## src/rtl/i2c_cond_pkg.sv

```systemverilog
package i2c_cond_pkg;
  localparam int SCC_W = 5;
  localparam int HW    = 8;
  typedef logic [HW-1:0] half_t;
  localparam half_t HALF_MAX = '1;

  typedef enum logic [1:0] {Q_IDLE, Q_HOLD, Q_SETTLE} qual_state_e;

  // Even, non-zero version of the timing value
  function automatic logic [SCC_W:0] eff_scc(input logic [SCC_W-1:0] s);
    logic [SCC_W:0] v;
    v = {1'b0, s};
    if (v == '0)   v = (SCC_W+1)'(2);
    else if (v[0]) v = v + (SCC_W+1)'(1);
    return v;
  endfunction

  function automatic half_t release_half(input logic hs, input logic [SCC_W-1:0] s);
    half_t e;
    e = half_t'(eff_scc(s));
    return hs ? half_t'(8) : (e << 1) + half_t'(2);
  endfunction

  function automatic half_t setup_half(input logic hs, input logic [SCC_W-1:0] s);
    return hs ? half_t'(4) : half_t'(eff_scc(s)) + half_t'(1);
  endfunction

  function automatic half_t hold_half(input logic hs, input logic [SCC_W-1:0] s);
    return hs ? half_t'(4) : half_t'(eff_scc(s)) + half_t'(1);
  endfunction

  function automatic half_t busy_half(input logic hs, input logic [SCC_W-1:0] s);
    return hs ? half_t'(7) : half_t'(eff_scc(s)) + half_t'(3);
  endfunction

  // One system clock = two half-units, saturating
  function automatic half_t add_clock(input half_t v);
    return (v >= HALF_MAX - half_t'(1)) ? HALF_MAX : v + half_t'(2);
  endfunction
endpackage

```

## src/rtl/i2c_line_filter.sv

```systemverilog
module i2c_line_filter #(
  parameter int FILT_LEN = 2
) (
  input  logic clk,
  input  logic rst_n,
  input  logic line_in,
  output logic sync_o,
  output logic filt_o
);
  localparam int CW = $clog2(FILT_LEN) + 1;

  logic          meta_q, sync_q, filt_q;
  logic [CW-1:0] run_q;

  always_ff @(posedge clk or negedge rst_n) begin
    if (!rst_n) begin
      meta_q <= 1'b1;
      sync_q <= 1'b1;
      filt_q <= 1'b1;
      run_q  <= '0;
    end else begin
      meta_q <= line_in;
      sync_q <= meta_q;
      if (sync_q != filt_q) begin
        if (run_q == CW'(FILT_LEN - 1)) begin
          filt_q <= sync_q;
          run_q  <= '0;
        end else begin
          run_q <= run_q + CW'(1);
        end
      end else begin
        run_q <= '0;
      end
    end
  end

  assign sync_o = sync_q;
  assign filt_o = filt_q;
endmodule

```

## src/rtl/i2c_line_timers.sv

```systemverilog
module i2c_line_timers
  import i2c_cond_pkg::*;
(
  input  logic  clk,
  input  logic  rst_n,
  input  logic  scl_f,
  input  logic  sda_f,
  output logic  sda_edge,
  output half_t scl_high_half,
  output half_t sda_stable_half
);
  logic  sda_prev_q;
  half_t scl_high_q, sda_stable_q;

  assign sda_edge = sda_f ^ sda_prev_q;

  always_ff @(posedge clk or negedge rst_n) begin
    if (!rst_n) begin
      sda_prev_q   <= 1'b1;
      scl_high_q   <= '0;
      sda_stable_q <= HALF_MAX;
    end else begin
      sda_prev_q   <= sda_f;
      scl_high_q   <= scl_f ? add_clock(scl_high_q) : '0;
      sda_stable_q <= sda_edge ? half_t'(2) : add_clock(sda_stable_q);
    end
  end

  assign scl_high_half   = scl_high_q;
  assign sda_stable_half = sda_stable_q;
endmodule

```

## src/rtl/i2c_cond_qual.sv

```systemverilog
module i2c_cond_qual
  import i2c_cond_pkg::*;
(
  input  logic  clk,
  input  logic  rst_n,
  input  logic  scl_f,
  input  logic  sda_f,
  input  logic  sda_edge,
  input  half_t scl_high_half,
  input  half_t sda_stable_half,
  input  half_t rel_thr,
  input  half_t setup_thr,
  input  half_t hold_thr,
  input  half_t busy_thr,
  input  logic  master_mode,
  output logic  start_pulse,
  output logic  stop_pulse,
  output logic  irq,
  output logic  bus_busy
);
  qual_state_e state_q;
  half_t       elap_q;
  logic        is_stop_q;

  logic cand_w, hold_ok_w, fire_w, settle_w;

  assign cand_w    = (state_q == Q_IDLE) && sda_edge && scl_f &&
                     (scl_high_half >= rel_thr) && (sda_stable_half >= setup_thr);
  assign hold_ok_w = scl_f && !sda_edge;
  assign fire_w    = (state_q == Q_HOLD) && hold_ok_w && (elap_q >= hold_thr);
  assign settle_w  = (state_q == Q_SETTLE) && (elap_q >= busy_thr);

  always_ff @(posedge clk or negedge rst_n) begin
    if (!rst_n) begin
      state_q     <= Q_IDLE;
      elap_q      <= '0;
      is_stop_q   <= 1'b0;
      start_pulse <= 1'b0;
      stop_pulse  <= 1'b0;
      irq         <= 1'b0;
      bus_busy    <= 1'b0;
    end else begin
      start_pulse <= fire_w && !is_stop_q;
      stop_pulse  <= fire_w && is_stop_q;
      irq         <= fire_w && is_stop_q && !master_mode;
      unique case (state_q)
        Q_IDLE: if (cand_w) begin
          state_q   <= Q_HOLD;
          elap_q    <= half_t'(2);
          is_stop_q <= sda_f;
        end
        Q_HOLD: begin
          if (!hold_ok_w)  state_q <= Q_IDLE;
          else begin
            if (fire_w) state_q <= Q_SETTLE;
            elap_q <= add_clock(elap_q);
          end
        end
        Q_SETTLE: begin
          if (settle_w) begin
            bus_busy <= !is_stop_q;
            state_q  <= Q_IDLE;
          end else begin
            elap_q <= add_clock(elap_q);
          end
        end
        default: state_q <= Q_IDLE;
      endcase
    end
  end
endmodule

```

## src/rtl/i2c_cond_detector.sv

```systemverilog
module i2c_cond_detector
  import i2c_cond_pkg::*;
#(
  parameter int FILT_LEN = 2
) (
  input  logic             clk,
  input  logic             rst_n,
  input  logic             scl_in,
  input  logic             sda_in,
  input  logic             hs_mode,
  input  logic [SCC_W-1:0] scc_cfg,
  input  logic             master_mode,
  output logic             start_pulse,
  output logic             stop_pulse,
  output logic             bus_busy,
  output logic             irq
);
  localparam int NLINES = 2; // index 0 = SDA, 1 = SCL

  logic [NLINES-1:0] line_raw, line_sync, line_filt;
  assign line_raw = {scl_in, sda_in};

  for (genvar g = 0; g < NLINES; g++) begin : g_line
    i2c_line_filter #(.FILT_LEN(FILT_LEN)) u_filt (
      .clk     (clk),
      .rst_n   (rst_n),
      .line_in (line_raw[g]),
      .sync_o  (line_sync[g]),
      .filt_o  (line_filt[g])
    );
  end

  // Named internal events for the checker
  logic sda_s_w, scl_s_w, sda_f_w, scl_f_w, sda_edge_w;
  assign sda_s_w = line_sync[0];
  assign scl_s_w = line_sync[1];
  assign sda_f_w = line_filt[0];
  assign scl_f_w = line_filt[1];

  half_t scl_high_w, sda_stable_w;
  half_t rel_thr_w, setup_thr_w, hold_thr_w, busy_thr_w;

  assign rel_thr_w   = release_half(hs_mode, scc_cfg);
  assign setup_thr_w = setup_half(hs_mode, scc_cfg);
  assign hold_thr_w  = hold_half(hs_mode, scc_cfg);
  assign busy_thr_w  = busy_half(hs_mode, scc_cfg);

  i2c_line_timers u_timers (
    .clk             (clk),
    .rst_n           (rst_n),
    .scl_f           (scl_f_w),
    .sda_f           (sda_f_w),
    .sda_edge        (sda_edge_w),
    .scl_high_half   (scl_high_w),
    .sda_stable_half (sda_stable_w)
  );

  i2c_cond_qual u_qual (
    .clk             (clk),
    .rst_n           (rst_n),
    .scl_f           (scl_f_w),
    .sda_f           (sda_f_w),
    .sda_edge        (sda_edge_w),
    .scl_high_half   (scl_high_w),
    .sda_stable_half (sda_stable_w),
    .rel_thr         (rel_thr_w),
    .setup_thr       (setup_thr_w),
    .hold_thr        (hold_thr_w),
    .busy_thr        (busy_thr_w),
    .master_mode     (master_mode),
    .start_pulse     (start_pulse),
    .stop_pulse      (stop_pulse),
    .irq             (irq),
    .bus_busy        (bus_busy)
  );
endmodule

```

## config.mk

```make
export PLATFORM = sky130hd
export DESIGN_NAME = i2c_cond_detector
export DESIGN_NICKNAME = d
export VERILOG_FILES = /design/src/rtl/i2c_cond_pkg.sv /design/src/rtl/i2c_line_filter.sv /design/src/rtl/i2c_line_timers.sv /design/src/rtl/i2c_cond_qual.sv /design/src/rtl/i2c_cond_detector.sv
export SDC_FILE = /design/constraint.sdc
export NUM_CORES = 1
export LEC_CHECK = 0
export BUFFER_PORTS_ARGS = -buffer_cell sky130_fd_sc_hd__buf_2
export CAP_MARGIN = 20
export CORE_ASPECT_RATIO = 1.2
export CORE_UTILIZATION = 40
export CTS_CLUSTER_SIZE = 24
export DETAILED_ROUTE_END_ITERATION = 10
export PLACE_DENSITY = 0.64
export SYNTH_ARGS = -nofsm -noshare
export SYNTH_HDL_FRONTEND = slang
export SYNTH_HIERARCHICAL = 1
export SYNTH_SLANG_ARGS = --single-unit
```

## constraint.sdc

```tcl
create_clock -name clk -period 3.12 [get_ports clk]
set_input_delay 0.156 -clock clk [delete_from_list [all_inputs] [get_ports clk]]
set_output_delay 0.156 -clock clk [all_outputs]
set_load 0.1 [all_outputs]
```

# After elaboration in Yosys (flattened, before gate mapping)
# Index checks and enable logic that the tools add are counted.
totals:
  ff_bits: 42
  latchBits: 0
  mem_bits_rw: 0
  mem_bits_ro: 0
  in_bits: 11
  out_inout_bits: 4
  elab_cells: 92
  mem_count: 0
classes:
  addsub: 9
  n_mul: 0
  div: 0
  n_lt_le_gt_ge: 7
  eq_ne: 11
  n_shift: 0
  n_mux: 23
  n_bitwise: 1
  n_reduce_logical: 23
op_table:
  columns: ["operator", "count"]
  rows:
  - ["$mux W8", 9]
  - ["$add A8 B2 Y8 const B", 3]
  - ["$ge A8 B7 Y1", 3]
  - ["$ge A8 B8 Y1 const B", 3]
  - ["$pmux W8 S3", 1]
  - ["$mux W2", 8]
  - ["$mux W7", 2]
  - ["$mux W6", 2]
  - ["$logic_and A1 B1 Y1", 11]
  - ["$add A7 B2 Y8 const B", 1]
  - ["$ge A8 B8 Y1", 1]
  - ["$reduce_and A2 Y1", 4]
  - ["$add A6 B1 Y7 const B", 1]
  - ["$add A6 B2 Y7 const B", 1]
  - ["$add A5 B1 Y6 const B", 1]
  - ["$eq A2 B1 Y1 const B", 3]
  - ["$ne A2 B1 Y1 const B", 3]
  - ["$pmux W2 S3", 1]
  - ["$logic_not A5 Y1", 1]
  - ["$add A2 B1 Y2 const B", 2]
  - ["$reduce_and A4 Y1", 1]
  - ["$logic_not A1 Y1", 3]
  - ["$ne A3 B3 Y1 const B", 1]
  - ["$reduce_and A3 Y1", 1]
  - ["other kinds (6)", 7]

# Longest topological paths before layout
depth:
  word_depth: 10
  mapped_depth: 18
  mapped_depth_nobuf: 16

# By module
# The synthesis kept the hierarchy.
by_module_without_submodules:
  columns: ["module", "n_inst", "cells_per_inst", "area_per_inst_um2"]
  rows:
  - ["i2c_cond_qual", 1, 186, 1589.0]
  - ["i2c_line_timers", 1, 70, 800.8]
  - ["i2c_line_filter", 2, 10, 177.7]
  - ["i2c_cond_detector", 1, 35, 239.0]

# Least setup slack after synthesis
# Ideal clock, no wire load.
synth_timing:
  kind: "in2reg"
  startpoint: "input scc_cfg[0]"
  endpoint: "register u_qual.elap_q[1]"
  arrival_ps: 2667
  required_time_ps: 2995
  path_slack_ps: 328
  cell_stages: 17
  path_buffers: 2
  path_cell_list: "inv_1 > ha_1 > nor3b_2 > a21oi_1 > inv_1 > ha_1 > xnor2_1 > nor2_1 > inv_1 > ha_1 > a2111o_1 > a31oi_1 > or2b_1 > buf_6 > and3_1 > buf_6 > mux2_4"
synth_between:
  elab_cells_between_ends: 19
  classes_between: "add/sub: 4; order compare: 3; eq/ne: 2; mux: 5; reduce/logical: 5"
synth_lines:
  columns: ["element", "line_no", "rtl"]
  rows:
  - ["start, declared", "i2c_cond_detector.sv:11", "input logic [SCC_W-1:0] scc_cfg,"]
  - ["$add A5 B1 Y6", "i2c_cond_pkg.sv:14", "else if (v[0]) v = v + (SCC_W+1)'(1);"]
  - ["$mux W6", "i2c_cond_pkg.sv:14", null]
  - ["$mux W6 (*)", "i2c_cond_pkg.sv:13", "if (v == '0) v = (SCC_W+1)'(2);"]
  - ["$add A6 B2 Y7 (*)", "i2c_cond_pkg.sv:33", "return hs ? half_t'(7) : half_t'(eff_scc(s)) + half_t'(3);"]
  - ["$mux W7 (*)", "i2c_cond_pkg.sv:33", null]
  - ["via busy_thr_w[3]", "i2c_cond_detector.sv:41", "half_t rel_thr_w, setup_thr_w, hold_thr_w, busy_thr_w;"]
  - ["$ge A8 B7 Y1 (*)", "i2c_cond_qual.sv:31", "assign settle_w = (state_q == Q_SETTLE) && (elap_q >= busy_thr);"]
  - ["$logic_and A1 B1 Y1 (*)", "i2c_cond_qual.sv:31", null]
  - ["$ne A2 B2 Y1 (no source line) (*)", null, null]
  - ["$reduce_and A4 Y1 (no source line) (*)", null, null]
  - ["end signal, assigned", "i2c_cond_qual.sv:49", "elap_q <= half_t'(2);"]
  - ["end signal, assigned", "i2c_cond_qual.sv:56", "elap_q <= add_clock(elap_q);"]
  - ["end signal, assigned", "i2c_cond_qual.sv:64", "elap_q <= add_clock(elap_q);"]
  - ["end, declared", "i2c_cond_qual.sv:22", "half_t elap_q;"]
# The timed path passes the listed nets; every way through them passes the cells marked *.
# A chain may end at the register's enable or synchronous reset.

# Worst setup path after layout
layout_timing:
  startpoint: "input scc_cfg[0]"
  endpoint: "register u_qual.elap_q[2]"
layout_between:
  elab_cells_between_ends: 19
  classes_between: "add/sub: 4; order compare: 3; eq/ne: 2; mux: 5; reduce/logical: 5"
layout_lines:
  columns: ["element", "line_no", "rtl"]
  rows:
  - ["$add A5 B1 Y6", null, null]
  - ["$mux W6", null, null]
  - ["$mux W6 (*)", null, null]
  - ["$add A6 B1 Y7 (*)", null, null]
  - ["$mux W7 (*)", null, null]
  - ["via hold_thr_w[1]", "i2c_cond_detector.sv:41", null]
  - ["$ge A8 B7 Y1 (*)", "i2c_cond_qual.sv:28", "(scl_high_half >= rel_thr) && (sda_stable_half >= setup_thr);"]
  - ["$logic_and A1 B1 Y1 (*)", "i2c_cond_qual.sv:28", null]
  - ["$ne A2 B1 Y1 (no source line) (*)", null, null]
  - ["$reduce_and A4 Y1 (no source line) (*)", null, null]
# Marks and branches as above.

==> impl_results.md <==
- Async set-reset flop share out of synthesis: 1.000
- # setup viols final: 0
- Nets: slightly below 400
- Post-CTS Hold Buffers: 3
- Final wirelength: 5585 um
- CTS tree: yes
- Post-synth top flop: dfrtp_1
- Max-Cap Viols: 0
- Worst hold slack: -24.17 ps
- Fmax: 0.3586 GHz
- IO Port Bufs: 14
- Worst Path Max Fanout: 9
- Post-CTS setup buffer count: 0
- Yosys top cell area share: 0.2264
- Design Area, Final: 3318 um2
- Initial Util: 0.4126
- Util after Layout: 0.4588
- Core Box Area: 7232 um2
- Failing checks: hold timing
- CP Data Required Time: roughly 3300 ps
- WL met1: 2585 um
- Peak supply drop: 603.6 uV
- I/O Pins: 15
- Setup crit end kind: register
- Unique masters post-synth: 57
- Met2 wire length: 2782 um
- Post-layout power: 1.908 mW
- CP max stage delay: 620 ps
- Worst path cell trace: buf_2 > inv_1 > ha_1 > nor3b_2 > a21oi_1 > nor2_1 > inv_1 > ha_1 > nand2_1 > o21ai_1 > a211oi_2 > o31ai_2 > and3_1 > buf_4 > mux2i_1
- Vias in the first global route: 2331
- Number of CTS-inserted buffers: 5
- Met3 WL: 154 um
- Clk buf depth: 2
- Relative slew slack: 0.3973
- DIE AREA: 7811 um2
- P per Cell Area: 574.9 nW/um2
- Final routed DRC violation total: 0
- WS Path Type: in2reg
- Clk_lat worst skew: 300 ps
- Die Span Y: around 97 um
- Layout area overhead: 11.19%
- Fin Clk Skew: a little under 5 ps
- Share of cells above drive strength 1: 0.1948
- Dpl cell area: 3197 um2
- RSZ-0062 raised after global routing: no
- Mapped Cells: slightly above 300
- TNS Setup: 0 ps
- Worst slew pin tran: 904.0 ps
- Cell family with most CP delay: compound AO/OA/AOI/OAI gates
- Clock-pin slew on the worst setup and hold paths: about 90 ps
- Most frequent cells in the layout: inv_1 (45), ha_1 (42), dfrtp_1 (27)
- Synth area leader: dfrtp_1
- Global Route Usage Sum: 0.1612
- EDFF count, synth: 0
- Clock Sinks: 42
- Htree depth: 2
- Max-slew violation count: 0
- Syn Std Cell Area: slightly below 3000 um2
- DR vias/cell: 5.247
- Die width: 80.85 um
- Status: finished with violations
- Slowest CP cell: o31ai_2
- Placer Congestion: 0.8500
- GR Overflow Total: 0
- Initial antenna violation count: 0
- CP Launch Type: primary input
- Final Cycle Share: 0.8937
- Dpl hpwl: between 4000 and 5000 um
- Crit path buf inv count: 4
- Top cells by area, synth: dfrtp_1 (23%), ha_1 (18%), dfstp_2 (13%)
- First-pass GRT wire length: slightly below 10000 um
- HP Class: in2async
- Routed len/inst: roughly 13 um
- DR pass1 iterations: 6
- Ant diodes: 0
- Worst EP arrival: 3010 ps
- Antenna viol nets, final: 0
- CTS root buf: clkbuf_8
- Final min period: 2788 ps
- Pin count of the biggest net entering global routing: 43
- Max layer used: met4
- Synthesis warning total: 6
- Hold Fails Final Rpt: 10
- Mean Syn Cell Area: 9.595 um2
- Synth Register Bits: 42
- Post-cts resize count: 0
- Site Rows: 34
- Most common cell after layout, fill and taps aside: inv_1
- Via Count: 2277
- Leakage: between 1.5 and 2 nW
- Sequential share of the synthesized area: 0.3585
- First-iteration detailed-routing DRC count: 63
[routing by layer]
layer / vias to the layer above / global-route usage
met4: 0 / 0.06044
met2: 35 / 0.2734
li1: 1140 / -
met3: 4 / 0.03302
met5: - / 0
met1: 1098 / 0.1964
[logic make-up (layout without fill, tap and decap cells)]
group | count (synthesis) | in the layout | synth area share
and+or+nand+nor | 86 | 86 | 0.1660
AOI/OAI and AO/OA | 75 | 75 | 0.1761
buffers and inverters | 49 | 75 | 0.06666
adders and majority gates | 42 | 42 | 0.1761
DFF | 42 | 42 | 0.3585
xor gates and xnor gates | 10 | 10 | 0.03187
muxes | 5 | 5 | 0.02222
other | 2 | 9 | 0.002517
[power by group]
group | internal, mW | switching [mW]
clock network | 0.161 | 0.200
logic | 0.326 | 0.402
registers | 0.677 | 0.142
total | 1.16 | 0.744
[registers in the layout, indices dropped and copies added, names as in the netlist]
| register | cells |
|---|---|
| g_line.u_filt/filt_o | 2 |
| g_line.u_filt/meta_q | 2 |
| g_line.u_filt/run_q | 4 |
| g_line.u_filt/sync_o | 2 |
| u_qual/bus_busy | 1 |
| u_qual/elap_q | 8 |
| u_qual/irq | 1 |
| u_qual/is_stop_q | 1 |
| u_qual/start_pulse | 1 |
| u_qual/state_q | 2 |
| u_qual/stop_pulse | 1 |
| u_timers/scl_high_half | 8 |
| u_timers/sda_prev_q | 1 |
| u_timers/sda_stable_half | 8 |
[path summary, 6_finish.rpt]
kind	start	end	slack, ps	cells after the start
worst max-delay path	scc_cfg[0]	u_qual/elap_q[2]	330	15
worst min-delay path	rst_n	u_timers/scl_high_half[0]	-20	1
min in group clk	g_line[1].u_filt/meta_q	g_line[1].u_filt/sync_o	360	0
max in group asynchronous	rst_n	u_qual/elap_q[5]	2570	1
worst max register to register	u_timers/sda_stable_half[0]	u_qual/elap_q[2]	630	9
worst min register to register	g_line[1].u_filt/meta_q	g_line[1].u_filt/sync_o	360	0
[synth_stat cells (all sizes together) (2+ instances only)]
cell	count
o21bai	3
nand3b	3
inv	46
xor2	4
or2	2
a41oi	6
and2	2
nand3	11
and3	9
a211oi	6
nor3b	5
o31ai	2
a21oi	18
a31o	2
nor2	14
dfrtp	27
o21a	5
nand2	20
mux2	4
o21ai	17
nor2b	6
buf	2
ha	42
o311a	2
conb	2
xnor2	6
nor3	2
nand2b	5
a31oi	8
dfstp	15
nand4	5
[area by class of cell]
| type | count | area, um2 |
|---|---|---|
| fillers | 705 | 3914 |
| multi-input cells | 227 | 1742 |
| flip-flops and latches | 42 | 1070 |
| inverters | 46 | 172.7 |
| repair buffers | 21 | 130.1 |
| well taps | 90 | 112.6 |
| clock buffers | 5 | 68.82 |
| clock inverters | 3 | 22.52 |
[stage by stage]
| step | cells | worst slack [ps] |
|---|---|---|
| 6_report | 434 | 331.7 |
| 5_1_grt | 434 | 76.10 |
| 3_3_place_gp | 423 | 156.3 |
| 4_1_cts | 434 | 338.8 |
| 3_5_place_dp | 423 | 30.36 |
| 2_1_floorplan | 318 | 328.0 |
No activity file was read; power rests on OpenSTA's default activity.
